$ cat config.mk
export PLATFORM = sky130hd
export DESIGN_NAME = rx_idle_timeout
export DESIGN_NICKNAME = d
export VERILOG_FILES = /design/src/rtl/rx_idle_timeout_pkg.sv /design/src/rtl/rx_idle_countdown.sv /design/src/rtl/rx_idle_status.sv /design/src/rtl/rx_idle_timeout.sv
export SDC_FILE = /design/constraint.sdc
export NUM_CORES = 1
export LEC_CHECK = 0
export ABC_AREA = 0
export BUFFER_PORTS_ARGS = -buffer_cell sky130_fd_sc_hd__buf_2
export CORE_MARGIN = 5
export CORE_UTILIZATION = 47
export CTS_CLUSTER_SIZE = 28
export DETAILED_ROUTE_END_ITERATION = 8
export HOLD_SLACK_MARGIN = 0.1
export PLACE_DENSITY = 0.7
export RECOVER_POWER = 50
export SLEW_MARGIN = 20
export SYNTH_ARGS = -nofsm -noshare
export SYNTH_HDL_FRONTEND = slang
export SYNTH_HIERARCHICAL = 1
export SYNTH_SLANG_ARGS = --single-unit
$ cat constraint.sdc
create_clock -name clk -period 2.7 [get_ports clk]
set_clock_uncertainty 0.05 [all_clocks]
set_input_delay 0.675 -clock clk [delete_from_list [all_inputs] [get_ports clk]]
set_output_delay 0.675 -clock clk [all_outputs]
set_load 0.05 [all_outputs]
$ cat src/rtl/rx_idle_timeout_pkg.sv
package rx_idle_timeout_pkg;
  localparam int unsigned DEF_CNT_W = 16;

  typedef enum logic {
    CNT_PARKED  = 1'b0,
    CNT_RUNNING = 1'b1
  } cnt_state_e;
endpackage

$ cat src/rtl/rx_idle_countdown.sv
module rx_idle_countdown
  import rx_idle_timeout_pkg::*;
#(
  parameter int unsigned CNT_W = DEF_CNT_W
) (
  input  logic             clk,
  input  logic             rst_n,
  input  logic             bit_tick,
  input  logic             char_rcvd,
  input  logic             start_cmd,
  input  logic [CNT_W-1:0] idle_period,
  output logic             expire,
  output logic             running
);
  localparam logic [CNT_W-1:0] ONE = CNT_W'(1);

  cnt_state_e       state_q;
  logic [CNT_W-1:0] count_q;
  logic             period_nz;
  logic             step;

  assign period_nz = |idle_period;
  assign step      = (state_q == CNT_RUNNING) && bit_tick && !char_rcvd
                     && !start_cmd && period_nz;
  assign expire    = step && (count_q == ONE);
  assign running   = (state_q == CNT_RUNNING);

  always_ff @(posedge clk or negedge rst_n) begin
    if (!rst_n) begin
      state_q <= CNT_PARKED;
      count_q <= '0;
    end else if (char_rcvd) begin
      count_q <= idle_period;
      state_q <= period_nz ? CNT_RUNNING : CNT_PARKED;
    end else if (start_cmd || !period_nz) begin
      state_q <= CNT_PARKED;
    end else if (step) begin
      count_q <= count_q - ONE;
      if (count_q == ONE) state_q <= CNT_PARKED;
    end
  end


  reload_chk: assert property (@(posedge clk) disable iff (!rst_n)
    (char_rcvd && period_nz) |=> (running && count_q == $past(idle_period)));


  step_chk: assert property (@(posedge clk) disable iff (!rst_n)
    (running && bit_tick && !char_rcvd && !start_cmd && period_nz && count_q > ONE)
      |=> (running && count_q == $past(count_q) - ONE));


  park_hold_chk: assert property (@(posedge clk) disable iff (!rst_n)
    (!running && !char_rcvd) |=> (!running && $stable(count_q)));


  zero_park_chk: assert property (@(posedge clk) disable iff (!rst_n)
    (idle_period == '0) |=> !running);


  expire_park_chk: assert property (@(posedge clk) disable iff (!rst_n)
    expire |=> (!running && count_q == '0));
endmodule

$ cat src/rtl/rx_idle_status.sv
module rx_idle_status (
  input  logic clk,
  input  logic rst_n,
  input  logic expire,
  input  logic start_cmd,
  input  logic irq_enable,
  output logic idle_flag,
  output logic idle_irq
);
  always_ff @(posedge clk or negedge rst_n) begin
    if (!rst_n) begin
      idle_flag <= 1'b0;
    end else if (start_cmd) begin
      idle_flag <= 1'b0;
    end else if (expire) begin
      idle_flag <= 1'b1;
    end
  end

  always_ff @(posedge clk or negedge rst_n) begin
    if (!rst_n) idle_irq <= 1'b0;
    else        idle_irq <= idle_flag && irq_enable;
  end


  flag_clear_chk: assert property (@(posedge clk) disable iff (!rst_n)
    start_cmd |=> !idle_flag);


  flag_sticky_chk: assert property (@(posedge clk) disable iff (!rst_n)
    (idle_flag && !start_cmd) |=> idle_flag);


  irq_track_chk: assert property (@(posedge clk) disable iff (!rst_n)
    1'b1 |=> (idle_irq == $past(idle_flag && irq_enable)));
endmodule

$ cat src/rtl/rx_idle_timeout.sv
module rx_idle_timeout
  import rx_idle_timeout_pkg::*;
#(
  parameter int unsigned CNT_W = DEF_CNT_W
) (
  input  logic             clk,
  input  logic             rst_n,
  input  logic             bit_tick,
  input  logic             char_rcvd,
  input  logic             start_cmd,
  input  logic [CNT_W-1:0] idle_period,
  input  logic             irq_enable,
  output logic             idle_flag,
  output logic             idle_irq
);
  logic expire;
  logic running;

  rx_idle_countdown #(.CNT_W(CNT_W)) i_countdown (
    .clk         (clk),
    .rst_n       (rst_n),
    .bit_tick    (bit_tick),
    .char_rcvd   (char_rcvd),
    .start_cmd   (start_cmd),
    .idle_period (idle_period),
    .expire      (expire),
    .running     (running)
  );

  rx_idle_status i_status (
    .clk        (clk),
    .rst_n      (rst_n),
    .expire     (expire),
    .start_cmd  (start_cmd),
    .irq_enable (irq_enable),
    .idle_flag  (idle_flag),
    .idle_irq   (idle_irq)
  );


  zero_no_flag_chk: assert property (@(posedge clk) disable iff (!rst_n)
    (idle_period == '0 && !idle_flag) |=> !idle_flag);


  flag_needs_run_chk: assert property (@(posedge clk) disable iff (!rst_n)
    (!running && !idle_flag) |=> !idle_flag);


  reload_wins_chk: assert property (@(posedge clk) disable iff (!rst_n)
    (char_rcvd && !idle_flag) |=> !idle_flag);
endmodule

==> flow_summary.toml, run 1 <==
[grt]
grt_pass1_vias = 1092
grt.met1_usage_pct = 23.3
antenna_found_initial = 0
grtUsageMet3_pct = 2.55
grt_use_met2_pct = 30.7
grt_max_degree = 20
grt_busiest_layer = "met2"
grt_usage_pct = 18.1
grt_first_pass_wirelength_um = 4970
grt_overflow = 0

[routing]
drtIter0Drc = 45
drt_first_pass_iters = 4
drc_errors = 0
drt-wirelength-per-cell_um = 15.5
avgViaCountPerCell = 6.08
ant_nets = 0
wl_um = 3000
vias = 1179

[placed_design]
dp_hpwl_um = 2370
place_ws_ps = 219
io_buffers = 23
gp_congestion = 0.865
placed_cell_area_um2 = 1390
place_inst = 190

[floorplan]
start_util_pct = 49.2
die_w_um = 60.9
ioPinCount = 24
design.core.area_um2 = 2480
design.die.area_um2 = 3710
floorplan.rows = 18
die_y_um = 60.9

[sta]
min_period_ps = 2360
relSlewSlack_pct = 31.2
maxSlewViolCount = 0
fin_ws_ps = 344
post-route-period-util_pct = 87.3
final.setup.tns_ps = 0
rsz0062_at_grt = "no"
setup_viol = 0
tightest_slew_ps = 1030
whs_ps = 469
fmax_mhz = 424
timing_hold_violations_final = 0

[power_and_ir_drop]
p_int_mw = 0.422
p_total_mw = 0.601
clockPowerShare_pct = 23.8
p_comb_share_pct = 20.6
switching_share_pct = 29.8
leakage_nw = 0.581
power_density_nw_per_um2 = 425
switchingPower_mw = 0.179
peakVddDrop_mv = 0.295
power_frac_seq_pct = 55.6

[cells_and_area]
diodes = 0
areaGrowthSynthToFinish_pct = 16.0
drive_above_1_share_pct = 24.4
final_cells = 194
fillers = 238
multiInputGateArea_um2 = 698
utilization_pct = 57.1
final_area_um2 = 1420
final_net_count = 189
regArea_um2 = 475

[clocking]
numCtsBuffers = 3
htree_levels = 1
cts_root_buffer = "clkbuf_4"
clock-sinks = 19
ctsHoldBuffers = 0
cts_resized = 0
clk_pin_slew_ps = 110
cts_setup_buffers = 0
cts_tree = "done"
clkLatencyLatePin_ps = 300
clockBufferDepth = 2

[synth]
synth_area_um2 = 1220
yosysWarningCount = 6
syn_avg_cell_area_um2 = 8.97
synth_nets = 160
yosysTopAreaCell = "dfrtp_1"
yosys-top-cells-area = "dfrtp_1 (39%), nand2_1 (4.3%), o311ai_0 (3.6%)"
synth_top_area_share_pct = 39.0
ys_ff_latch = 19
yosysSeqAreaShare_pct = 39.0
yosys.cell_types.count = 40
synthCells = 136

[hold_path]
hold_path_class = "in2async"

[critical_path]
critical_path_required_ps = 2870
critical_path.cell_chain = "inv_1 -> ha_1 -> or4b_2 -> or2_2 -> or3_1 -> a31oi_1"
cp_max_fo = 5
r2r_setup_slack_ps = 340
worst_setup_path_end_kind = "register"
crit_path_top_delay_cell = "or4b_2"
cpPeakStageDelay_ps = 660
arrival_ps = 2520
crit_type = "reg2reg"
startpoint_type = "register"

[status]
status = "complete, no violations"

[run]
max_cap_viol_count = 0
[layer usage]
layer	part of all wire, %	routed length (um)
met5	0	0
met4	1.3	39
met3	4.6	139
met2	49	1470
met1	45	1350
[final cells by class]
type	count	share of cell area [%]
tap	30	2.65
clock buffer	4	1.86
inverter	7	1.86
timing repair buffer	28	10.7
sequential	19	33.6
multi-input combinational	106	49.3
[kinds of logic after synthesis]
logic type	Yosys count	share of synthesized area (%)
AOI/OAI and AO/OA	31	19.3
xor gates and xnor gates	1	0.718
buffers and inverters	11	3.79
and+or+nand+nor	72	35.2
adders and majority gates	2	2.05
DFF	19	39.0
[critical path, delay by kind of cell, from the launching register on]
| kind | cells | cell delay [ps] |
|---|---|---|
| AO/OA/AOI/OAI | 1 | 170 |
| adder cells (fa/ha/maj) | 1 | 260 |
| flip-flops | 1 | 420 |
| buffers and inverters | 1 | 110 |
| AND/OR/NAND/NOR | 3 | 1270 |
[cell usage in the layout, fill, tap and decap left out, drive strengths merged, types with 3 or more instances in the layout]
cell type / netlist / layout
buf: 2 / 27
dfrtp: 19 / 19
nand2: 14 / 14
nor2: 11 / 11
nand3: 8 / 8
or4: 8 / 8
or3: 7 / 7
inv: 6 / 6
o21ai: 6 / 6
a31oi: 5 / 5
o311ai: 5 / 5
clkbuf: 2 / 5
o211ai: 4 / 4
or2: 4 / 4
nor4: 4 / 4
nand2b: 3 / 3
nand4: 3 / 3
[state kept, by name, summed over array words and instances, names as in the netlist]
name / flops
i_countdown/count_q: 16
i_countdown/running: 1
i_status/idle_flag: 1
i_status/idle_irq: 1
[path summary, 6_finish.rpt]
check | start | to | cells past startpoint
min in group clk | i_status/idle_flag | i_status/idle_irq | 1
hold / removal | rst_n | i_countdown/count_q[1] | 1
setup / recovery | i_countdown/count_q[1] | i_countdown/count_q[8] | 6
max in group asynchronous | rst_n | i_countdown/count_q[4] | 1
setup reg to reg | i_countdown/count_q[1] | i_countdown/count_q[8] | 6
hold reg to reg | i_status/idle_flag | i_status/idle_irq | 1
[power by group through the flow]
| stage | clock (mW) | sequential (mW) | combinational [mW] |
|---|---|---|---|
| 3_5_place_dp | 0 | 0.340 | 0.125 |
| 4_1_cts | 0.148 | 0.334 | 0.125 |
| 6_report | 0.143 | 0.334 | 0.124 |
| 5_1_grt | 0.164 | 0.339 | 0.140 |
| 2_1_floorplan | 0 | 0.332 | 0.0793 |
| 3_3_place_gp | 0 | 0.339 | 0.122 |
[Yosys cell counts (all sizes together)]
master   count
a21oi        2
a22o         1
a22oi        1
a311o        1
a31oi        5
and2         1
and3b        1
buf          2
clkbuf       2
clkinv       1
dfrtp       19
ha           2
inv          6
nand2       14
nand2b       3
nand3        8
nand4        3
nand4b       1
nand4bb      1
nor2        11
nor2b        2
nor3         2
nor4         4
nor4bb       1
o211ai       4
o21ai        6
o21ba        1
o221ai       2
o311ai       5
o41a         1
o41ai        2
or2          4
or3          7
or4          8
or4b         1
xnor2        1
(Power assumes the default switching activity.)
==> inputs of run 2 (changes only) <==
--- a/config.mk
+++ b/config.mk
@@ -14,6 +14,7 @@
 export HOLD_SLACK_MARGIN = 0.1
 export PLACE_DENSITY = 0.7
 export RECOVER_POWER = 50
+export REMOVE_ABC_BUFFERS = 1
 export SLEW_MARGIN = 20
 export SYNTH_ARGS = -nofsm -noshare
 export SYNTH_HDL_FRONTEND = slang
==> run 2 against run 1 <==
- final cell count did not move
- design area unchanged
- sequential share of layout area unchanged
- first-iteration DRC count increased by 6.7%
- die area is the same
- core utilization stayed put
- power is 1.2% higher
- count of clock-buffer cells in the layout unchanged
- register-to-register slack lost 50 ps
- critical path depth is the same
- fmax down 2.3%
- flip-flop and latch count unchanged
==> flow_summary.toml, run 2 (same netlist as run 1, synthesis figures left out) <==
[sta]
rsz0062_at_grt = "no"
timing_hold_violations_final = 0
fin_ws_ps = 289
relSlewSlack_pct = 28.8
min_period_ps = 2410
maxSlewViolCount = 0
setup_viol = 0
final.setup.tns_ps = 0
whs_ps = 460
fmax_mhz = 415
post-route-period-util_pct = 89.3
tightest_slew_ps = 1070

[clocking]
clock-sinks = 19
clk_pin_slew_ps = 110
clockBufferDepth = 2
cts_tree = "done"
numCtsBuffers = 3
cts_root_buffer = "clkbuf_4"
cts_resized = 0
cts_setup_buffers = 0
htree_levels = 1
clkLatencyLatePin_ps = 300
ctsHoldBuffers = 0

[cells_and_area]
diodes = 0
final_net_count = 189
drive_above_1_share_pct = 24.4
areaGrowthSynthToFinish_pct = 16.0
fillers = 239
registers.top_by_ff_count = "i_countdown/count_q"
final_area_um2 = 1420
final_common_cell = "buf_2"
largest_register_ffs = 16
mostFrequentLayoutCells = "buf_2 (22), dfrtp_1 (19), nand2_1 (14), nor2_1 (11), nand3_1 (8)"

[routing]
ant_nets = 0
wl_um = 3330
drt-wirelength-per-cell_um = 17.1
drtIter0Drc = 48
avgViaCountPerCell = 6.30
drt_first_pass_iters = 4
vias = 1223
drc_errors = 0

[power_and_ir_drop]
p_comb_share_pct = 20.8
peakVddDrop_mv = 0.287
p_int_mw = 0.422
switching_share_pct = 30.6
switchingPower_mw = 0.186
p_total_mw = 0.609
clockPowerShare_pct = 23.9
leakage_nw = 0.580
power_frac_seq_pct = 55.4
power_density_nw_per_um2 = 430

[grt]
grt_first_pass_wirelength_um = 5580
grt_max_degree = 20
grt_usage_pct = 20.5
antenna_found_initial = 0
grt_overflow = 0
grt_pass1_vias = 1218

[critical_path]
crit_path_top_delay_cell = "or4b_2"
critical_path_required_ps = 2870
cp_max_fo = 5
critical_path.top_delay_family = "simple AND/OR/NAND/NOR gates"
arrival_ps = 2590
worst_setup_path_end_kind = "register"
startpoint_type = "register"
critPathBufInv = 1
critical_path.cell_chain = "inv_1 -> ha_1 -> or4b_2 -> or2_2 -> or3_1 -> a31oi_1"
cpPeakStageDelay_ps = 660
crit_type = "reg2reg"

[placed_design]
place_ws_ps = 221
placed_cell_area_um2 = 1390
gp_congestion = 0.861
io_buffers = 23
dp_hpwl_um = 2550

[run]
max_cap_viol_count = 0

[floorplan]
die_w_um = 60.9
design.core.area_um2 = 2480
ioPinCount = 24
start_util_pct = 49.2
die_y_um = 60.9
design.die.area_um2 = 3710
floorplan.rows = 18

[hold_path]
hold_path_class = "reg2reg"

[status]
status = "complete, no violations"
==> run 2: cell counts in the layout (fill, tap and decap cells not counted) <==
Identical to the previous run, type by type.
==> run 2: final timing paths <==
kind / from / endpoint / slack [ps] / cells past startpoint
worst max-delay path: i_countdown/count_q[1] / i_countdown/count_q[8] / 290 / 6
worst max register to register: i_countdown/count_q[1] / i_countdown/count_q[8] / 290 / 6
worst min register to register: i_status/idle_flag / i_status/idle_flag / 460 / 1
worst min-delay path: i_status/idle_flag / i_status/idle_flag / 460 / 1
max in group asynchronous: rst_n / i_countdown/count_q[0] / 1470 / 1
min in group asynchronous: rst_n / i_countdown/count_q[14] / 490 / 1
==> run 2: per-stage QoR <==
stage          instances  utilization [%]
6_report             194             57.1
2_1_floorplan        132                -
3_3_place_gp         190             56.1
4_1_cts              194             57.2
5_1_grt              194             57.1
3_5_place_dp         190             56.1
==> run 2: power groups by stage <==
stage | registers (mW) | clock network, mW | logic, mW
after global routing | 0.341 | 0.176 | 0.141
final | 0.337 | 0.145 | 0.126
after floorplan | 0.332 | 0 | 0.0744
after detailed placement | 0.341 | 0 | 0.126
after CTS | 0.336 | 0.153 | 0.127
after global placement | 0.340 | 0 | 0.123
==> run 2: cell type report <==
type | count | area [um^2] | area share [%]
tap | 30 | 37.5 | 2.65
clock buffer | 4 | 26.3 | 1.86
multi-input combinational | 106 | 698 | 49.3
timing repair buffer | 28 | 151 | 10.7
sequential | 19 | 475 | 33.6
inverter | 7 | 26.3 | 1.86
==> run 2: worst register-to-register path: cells and delay by family, from the launching register on <==
kind,cells,cell delay [ps]
simple gates,3,1270
flops,1,440
fa+ha+maj,1,270
compound gates,1,190
buf+inv,1,120
==> run 2: per-layer routing <==
metal	GRT usage [%]	wire length (um)	up-vias
li1	-	-	576
met1	26.3	1450	597
met2	33.1	1660	42
met3	2.98	154	8
met4	11.1	59	0
met5	0	0	-
